$ cat src/rtl/prom_burn_pkg.sv
package prom_burn_pkg;

  typedef enum logic [3:0] {
    ST_IDLE,
    ST_RD_ON,
    ST_WR_ON,
    ST_SETTLE_ON,
    ST_WORD,
    ST_GAP,
    ST_RD_OFF,
    ST_WR_OFF,
    ST_SETTLE_OFF
  } burn_state_t;

  // Convert a millisecond interval to clock cycles, never below one cycle.
  function automatic longint unsigned ms_to_cycles(input longint unsigned hz,
                                                   input longint unsigned ms);
    longint unsigned c;
    c = (hz * ms) / 1000;
    return (c == 0) ? 1 : c;
  endfunction

endpackage

$ cat src/rtl/prom_burn_timer.sv
module prom_burn_timer #(
  parameter int W = 8
) (
  input  logic         clk,
  input  logic         rst_n,
  input  logic         load,
  input  logic [W-1:0] load_val,
  output logic         expired
);
  logic [W-1:0] cnt;

  always_ff @(posedge clk or negedge rst_n) begin
    if (!rst_n)            cnt <= '0;
    else if (load)         cnt <= load_val;
    else if (cnt != '0)    cnt <= cnt - 1'b1;
  end

  assign expired = (cnt == '0);
endmodule

$ cat src/rtl/prom_burn_progress.sv
module prom_burn_progress #(
  parameter int WORDS = 64,
  parameter int IW    = 7
) (
  input  logic          word_first,
  input  logic [IW-1:0] idx,
  output logic          milestone,
  output logic [1:0]    milestone_code
);
  logic [2:0] hit;

  for (genvar k = 0; k < 3; k++) begin : g_thr
    localparam int THR = ((k + 1) * WORDS) / 4;
    assign hit[k] = word_first && (idx == IW'(THR));
  end

  always_comb begin
    milestone_code = 2'd0;
    if (hit[0])      milestone_code = 2'd1;
    else if (hit[1]) milestone_code = 2'd2;
    else if (hit[2]) milestone_code = 2'd3;
  end

  assign milestone = |hit;
endmodule

$ cat src/rtl/prom_burn_seq.sv
module prom_burn_seq
  import prom_burn_pkg::*;
#(
  parameter longint unsigned CLK_HZ    = 100_000_000,
  parameter int              WORDS     = 64,
  parameter int              AW        = 16,
  parameter int              DW        = 16,
  parameter logic [AW-1:0]   BASE_ADDR = 16'h1000,
  parameter logic [AW-1:0]   CTRL_ADDR = 16'h0040,
  parameter int              WE_BIT    = 4,
  parameter int              SETTLE_MS = 500,
  parameter int              GAP_MS    = 20,
  localparam int             IW        = $clog2(WORDS + 1)
) (
  input  logic          clk,
  input  logic          rst_n,
  input  logic          start,
  input  logic          abort,
  output logic          busy,
  output logic          done,
  output logic          milestone,
  output logic [1:0]    milestone_code,
  output logic [IW-1:0] img_idx,
  input  logic [DW-1:0] img_data,
  output logic          bus_valid,
  input  logic          bus_ready,
  output logic          bus_we,
  output logic [AW-1:0] bus_addr,
  output logic [DW-1:0] bus_wdata,
  input  logic [DW-1:0] bus_rdata
);
  localparam longint unsigned SETTLE_CYC = ms_to_cycles(CLK_HZ, longint'(SETTLE_MS));
  localparam longint unsigned GAP_CYC    = ms_to_cycles(CLK_HZ, longint'(GAP_MS));
  localparam longint unsigned MAX_CYC    = (SETTLE_CYC > GAP_CYC) ? SETTLE_CYC : GAP_CYC;
  localparam int              TW         = (MAX_CYC < 2) ? 1 : $clog2(MAX_CYC);
  localparam logic [TW-1:0]   SETTLE_LD  = TW'(SETTLE_CYC - 1);
  localparam logic [TW-1:0]   GAP_LD     = TW'(GAP_CYC - 1);
  localparam logic [DW-1:0]   WE_MASK    = DW'(1) << WE_BIT;

  burn_state_t   state, state_n;
  logic [IW-1:0] idx;
  logic          abort_pend, aborting, word_first, done_q;
  logic          we_q;
  logic [AW-1:0] addr_q;
  logic [DW-1:0] wdata_q;
  logic          hs, abort_any, in_run_phase;
  logic          t_load, t_expired;
  logic [TW-1:0] t_val;

  assign hs           = bus_valid & bus_ready;
  assign abort_any    = abort | abort_pend;
  assign in_run_phase = (state == ST_RD_ON) || (state == ST_WR_ON) || (state == ST_SETTLE_ON) ||
                        (state == ST_WORD)  || (state == ST_GAP);

  // Next-state decision.
  always_comb begin
    state_n = state;
    unique case (state)
      ST_IDLE:       if (start) state_n = ST_RD_ON;
      ST_RD_ON:      if (hs) state_n = abort_any ? ST_RD_OFF : ST_WR_ON;
      ST_WR_ON:      if (hs) state_n = abort_any ? ST_RD_OFF : ST_SETTLE_ON;
      ST_SETTLE_ON:  if (abort_any) state_n = ST_RD_OFF;
                     else if (t_expired) state_n = ST_WORD;
      ST_WORD:       if (hs) state_n = abort_any ? ST_RD_OFF : ST_GAP;
      ST_GAP:        if (abort_any) state_n = ST_RD_OFF;
                     else if (t_expired) state_n = (idx == IW'(WORDS)) ? ST_RD_OFF : ST_WORD;
      ST_RD_OFF:     if (hs) state_n = ST_WR_OFF;
      ST_WR_OFF:     if (hs) state_n = aborting ? ST_IDLE : ST_SETTLE_OFF;
      ST_SETTLE_OFF: if (t_expired) state_n = ST_IDLE;
      default:       state_n = ST_IDLE;
    endcase
  end

  assign t_load = (state_n != state) &&
                  ((state_n == ST_SETTLE_ON) || (state_n == ST_GAP) || (state_n == ST_SETTLE_OFF));
  assign t_val  = (state_n == ST_GAP) ? GAP_LD : SETTLE_LD;

  prom_burn_timer #(.W(TW)) timer_i (
    .clk      (clk),
    .rst_n    (rst_n),
    .load     (t_load),
    .load_val (t_val),
    .expired  (t_expired)
  );

  always_ff @(posedge clk or negedge rst_n) begin
    if (!rst_n) begin
      state      <= ST_IDLE;
      idx        <= '0;
      abort_pend <= 1'b0;
      aborting   <= 1'b0;
      word_first <= 1'b0;
      done_q     <= 1'b0;
      we_q       <= 1'b0;
      addr_q     <= '0;
      wdata_q    <= '0;
    end else begin
      state      <= state_n;
      done_q     <= (state == ST_SETTLE_OFF) && (state_n == ST_IDLE);
      word_first <= (state_n == ST_WORD) && (state != ST_WORD);
      if (in_run_phase && abort) abort_pend <= 1'b1;

      unique case (state)
        ST_IDLE: if (start) begin
          idx        <= '0;
          addr_q     <= CTRL_ADDR;
          we_q       <= 1'b0;
          aborting   <= 1'b0;
          abort_pend <= 1'b0;
        end
        ST_RD_ON: if (hs && state_n == ST_WR_ON) begin
          we_q    <= 1'b1;
          wdata_q <= bus_rdata | WE_MASK;
        end
        ST_WORD: if (hs) idx <= idx + 1'b1;
        ST_RD_OFF: if (hs) begin
          we_q    <= 1'b1;
          wdata_q <= bus_rdata & ~WE_MASK;
        end
        default: ;
      endcase

      if (state_n == ST_WORD && state != ST_WORD) begin
        addr_q  <= BASE_ADDR + (AW'(idx) << 1);
        wdata_q <= img_data;
        we_q    <= 1'b1;
      end
      if (state_n == ST_RD_OFF && state != ST_RD_OFF) begin
        addr_q     <= CTRL_ADDR;
        we_q       <= 1'b0;
        abort_pend <= 1'b0;
        aborting   <= abort_any;
      end
    end
  end

  prom_burn_progress #(.WORDS(WORDS), .IW(IW)) progress_i (
    .word_first     (word_first),
    .idx            (idx),
    .milestone      (milestone),
    .milestone_code (milestone_code)
  );

  assign bus_valid = (state == ST_RD_ON) || (state == ST_WR_ON) || (state == ST_WORD) ||
                     (state == ST_RD_OFF) || (state == ST_WR_OFF);
  assign bus_we    = we_q;
  assign bus_addr  = addr_q;
  assign bus_wdata = wdata_q;
  assign busy      = (state != ST_IDLE);
  assign done      = done_q;
  assign img_idx   = idx;
endmodule

$ cat config.mk
export PLATFORM = sky130hd
export DESIGN_NAME = prom_burn_seq
export DESIGN_NICKNAME = d
export VERILOG_FILES = /design/src/rtl/prom_burn_pkg.sv /design/src/rtl/prom_burn_timer.sv /design/src/rtl/prom_burn_progress.sv /design/src/rtl/prom_burn_seq.sv
export SDC_FILE = /design/constraint.sdc
export NUM_CORES = 1
export LEC_CHECK = 0
export BUFFER_PORTS_ARGS = -buffer_cell sky130_fd_sc_hd__buf_2
export CAP_MARGIN = 10
export CORE_MARGIN = 10
export CORE_UTILIZATION = 50
export DETAILED_ROUTE_END_ITERATION = 6
export HOLD_SLACK_MARGIN = 0.08
export PLACE_DENSITY = 0.74
export SKIP_LAST_GASP = 1
export SLEW_MARGIN = 20
export SYNTH_ARGS = -nofsm -noshare
export SYNTH_HDL_FRONTEND = slang
export SYNTH_HIERARCHICAL = 1
export SYNTH_SLANG_ARGS = --single-unit
$ cat constraint.sdc
create_clock -name clk -period 5.15 [get_ports clk]
set_input_delay 0.2575 -clock clk [delete_from_list [all_inputs] [get_ports clk]]
set_output_delay 0.2575 -clock clk [all_outputs]
set_load 0.1 [all_outputs]
==> reports/qor.txt <==
Ant diodes: 0
Die Wd: 108 um
PD cells: 300 nW/um2
Synth Flop Type: dfrtp_1
Most common cell on crit path: o21ai_0
Reg2reg start: timer_i/cnt[10]
EDFF count, synth: 0
Slew Limit Fails: 0
Capturing point of the worst reg2reg path: timer_i/cnt[21]
Post-route clock period utilization: 0.864
Outcome: finished clean
Slowest CP cell: or4_4
Synth cell types: 69
Starting density of the core: 0.524
Pint: 0.000945 W
Switching pwr: 0.000418 W
Syn-to-layout area delta: 17.6%
IO buf count: 73
Post-CTS Resized: 0
Boundary Pins: 83
CTS max path bufs: 2
CTS tree: yes
Clock buffer count from CTS: 9
Worst-Skew Late Latency: 350 ps
Initial antenna violation count: 0
Root Driver: clkbuf_8
Register clock-pin slew on the reported worst setup and hold paths: 70 ps
Maximum VDD drop: 0.145 mV
Post-route ant nets: 0
Placement Rows: 31
Switch share: 0.307
Synth area leaders: dfrtp_1 (43%), nand2_1 (4.4%), a2bb2oi_2 (3.9%)
Cells after Synth: 407
Avg WL per Cell: 15.9 um
Largest net degree at the start of global routing: 67
Remaining DRCs: 0
Critical Path Source Type: flop
Total core area: 7370 um2
Post-Layout Cell Count: 593
DP Cell Count: 577
Hold crit path type: in -> async
First-pass GRT wire length: 15,900 um
Vias per cell: 5.60
Post-synthesis sequential area ratio: 0.427
CP cell instances: or4_4, or3_4, nor4_1, buf_4, nor4b_1, o21ai_0, a2bb2oi_1, and2_0, inv_1, o21ai_0, a21oi_2, or2_2, o31ai_1
Static Leak: 1.96 nW
Detailed Route WL: 9420 um
Max_slew headroom: 0.440
Sink Count: 66
Synth Warn #: 6
Die height: 108 um
Via count: 3,318
WP data arrival: 4700 ps
TNS Setup: 0 ps
Gate power share: 0.178
Final net count: 529
F_max: 0.225 GHz
Final setup viols: 0
Slew @ Worst Pin: 840 ps
Endpoints failing hold: 0
Synth Register Bits: 66
Max Cap Viol: 0
Clk_skew: 13.5 ps
Hold_buf cts: 0
CTS H-tree lvls: 3
Crit Path Max Fanout: 13
CP max stage delay: 570 ps
Routability cong.: 0.871
RSZ-0062 raised after global routing: false
Total GRT Usage: 0.164
Reg2Reg Depth: 13
Post-CTS setup buffer count: 0
DP HPWL: 6680 um
Clk pwr share: 0.363
Mean post-synth cell area: 9.49 um2
Reg2reg setup slack: 700 ps
Post-Syn Area: 3860 um2
CP Class: reg -> reg
Total iterations of the first detailed-routing run: 5
Synth area leader: dfrtp_1
Min Clock Period, post-route: 4450 ps
Synth async-reset ratio: 1.00
Share of layout cells above drive strength 1: 0.249
Reg power frac: 0.459
Die area: 11,600 um2
Synth top area share: 0.427
Crit path capture type: flop
Remaining Overflow, GRT: 0
Vias in the first global route: 3,223
1st-iter DRT viols: 232
Crit path required time: 5400 ps
metrics by stage:
stage          cell area [um2]  total power (W)  utilization  hold WS [ps]  setup slack [ps]
2_1_floorplan             3950         0.000820            -         -38.1              1070
3_3_place_gp              4320         0.000868        0.586           475               819
3_5_place_dp              4320         0.000876        0.586           489               759
4_1_cts                   4540          0.00137        0.617           125               721
5_1_grt                   4540          0.00143        0.617           152               335
6_report                  4540          0.00136        0.617          94.1               700
worst max-delay path: cells and delay by family (launching register included):
family / cells / cell delay [ps]
DFF: 1 / 400
and+or+nand+nor: 6 / 2310
buffers and inverters: 2 / 330
AOI/OAI and AO/OA: 5 / 1320
sequential cells by signal, summed over array words and instances (netlist names):
register     flops
timer_i/cnt     26
bus_wdata       16
bus_addr         8
img_idx          7
state            4
abort_pend       1
aborting         1
bus_we           1
done             1
word_first       1
worst max path at each step:
| stage | from | to | slack (ps) | cells after the start |
|---|---|---|---|---|
| 2_1_floorplan | timer_i/cnt[10] | timer_i/cnt[2] | 1070 | 13 |
| 5_1_grt | timer_i/cnt[0] | timer_i/cnt[21] | 340 | 14 |
| 3_5_place_dp | timer_i/cnt[10] | timer_i/cnt[21] | 760 | 13 |
| 6_report | timer_i/cnt[10] | timer_i/cnt[21] | 700 | 13 |
| 4_1_cts | timer_i/cnt[10] | timer_i/cnt[21] | 720 | 13 |
| 3_3_place_gp | timer_i/cnt[10] | timer_i/cnt[25] | 820 | 13 |
cell usage in the layout, fill, tap and decap left out, types with 4 or more instances in the layout:
cell	count
mux2i_1	6
nand3_1	7
dfrtp_1	66
nor3_1	16
or3_1	6
nand2_1	45
nand4_1	6
or2_2	4
buf_2	73
clkbuf_8	10
buf_4	6
nor2_1	27
o22ai_1	20
o21ai_0	20
xnor2_1	15
inv_1	15
a211oi_1	4
a2bb2oi_2	10
a21oi_1	8
xor2_1	9
and3_1	5
nor4_1	8
conb_1	25
nor2b_1	6
nand2b_1	5
a2bb2oi_1	5
o31ai_1	7
power groups by stage:
stage	Combinational [W]	Sequential (W)	Clock, W
after global placement	0.000236	0.000632	0
after floorplan	0.000146	0.000674	0
after CTS	0.000244	0.000627	0.000504
final	0.000242	0.000626	0.000495
after detailed placement	0.000241	0.000635	0
after global routing	0.000267	0.000634	0.000528
area by class of cell:
type	count	area, um2
Timing Repair Buffer	79	410
Multi-Input combinational cell	316	2070
Tap cell	99	124
Clock buffer	10	138
Clock inverter	6	90.1
Inverter	17	63.8
Sequential cell	66	1650
Fill cell	632	2830
cells by family after synthesis:
kind of cell | synth area share
other | 0.00194
AND/OR/NAND/NOR | 0.211
buffers and inverters | 0.0609
multiplexers | 0.0185
AO/OA/AOI/OAI | 0.213
flip-flops | 0.427
XOR/XNOR | 0.0544
adder cells (fa/ha/maj) | 0.0126
synth_stat cells (2+ instances only):
cell       number
nand2_1        45
o211ai_1        2
nand4_1         6
dfrtp_1        66
and3_1          5
a211oi_1        4
o21ai_0        20
and2_1          2
conb_1          2
and2_0          2
or3_1           6
nand2b_1        5
nor2_1         27
nor3_1         16
ha_1            3
a31oi_1         3
inv_1          15
o311ai_0        2
clkbuf_1       11
nor2b_1         6
mux2i_1         6
buf_2           8
o31ai_1         7
nor4_1          8
xor2_1          9
a2bb2oi_1       5
or4_4           2
or4_1           3
o2bb2ai_1       3
a2bb2oi_2      10
xnor2_1        15
a21oi_1         9
nand3_1         7
o22ai_1        20
buf_4          10
or2_2           4
per-layer routing:
layer,vias up,track usage,wire (um)
met2,105,0.262,4320
met1,1595,0.206,4170
met4,0,0.0515,85
li1,1607,-,-
met5,-,0,0
met3,11,0.0521,838
(Power assumes the default switching activity.)
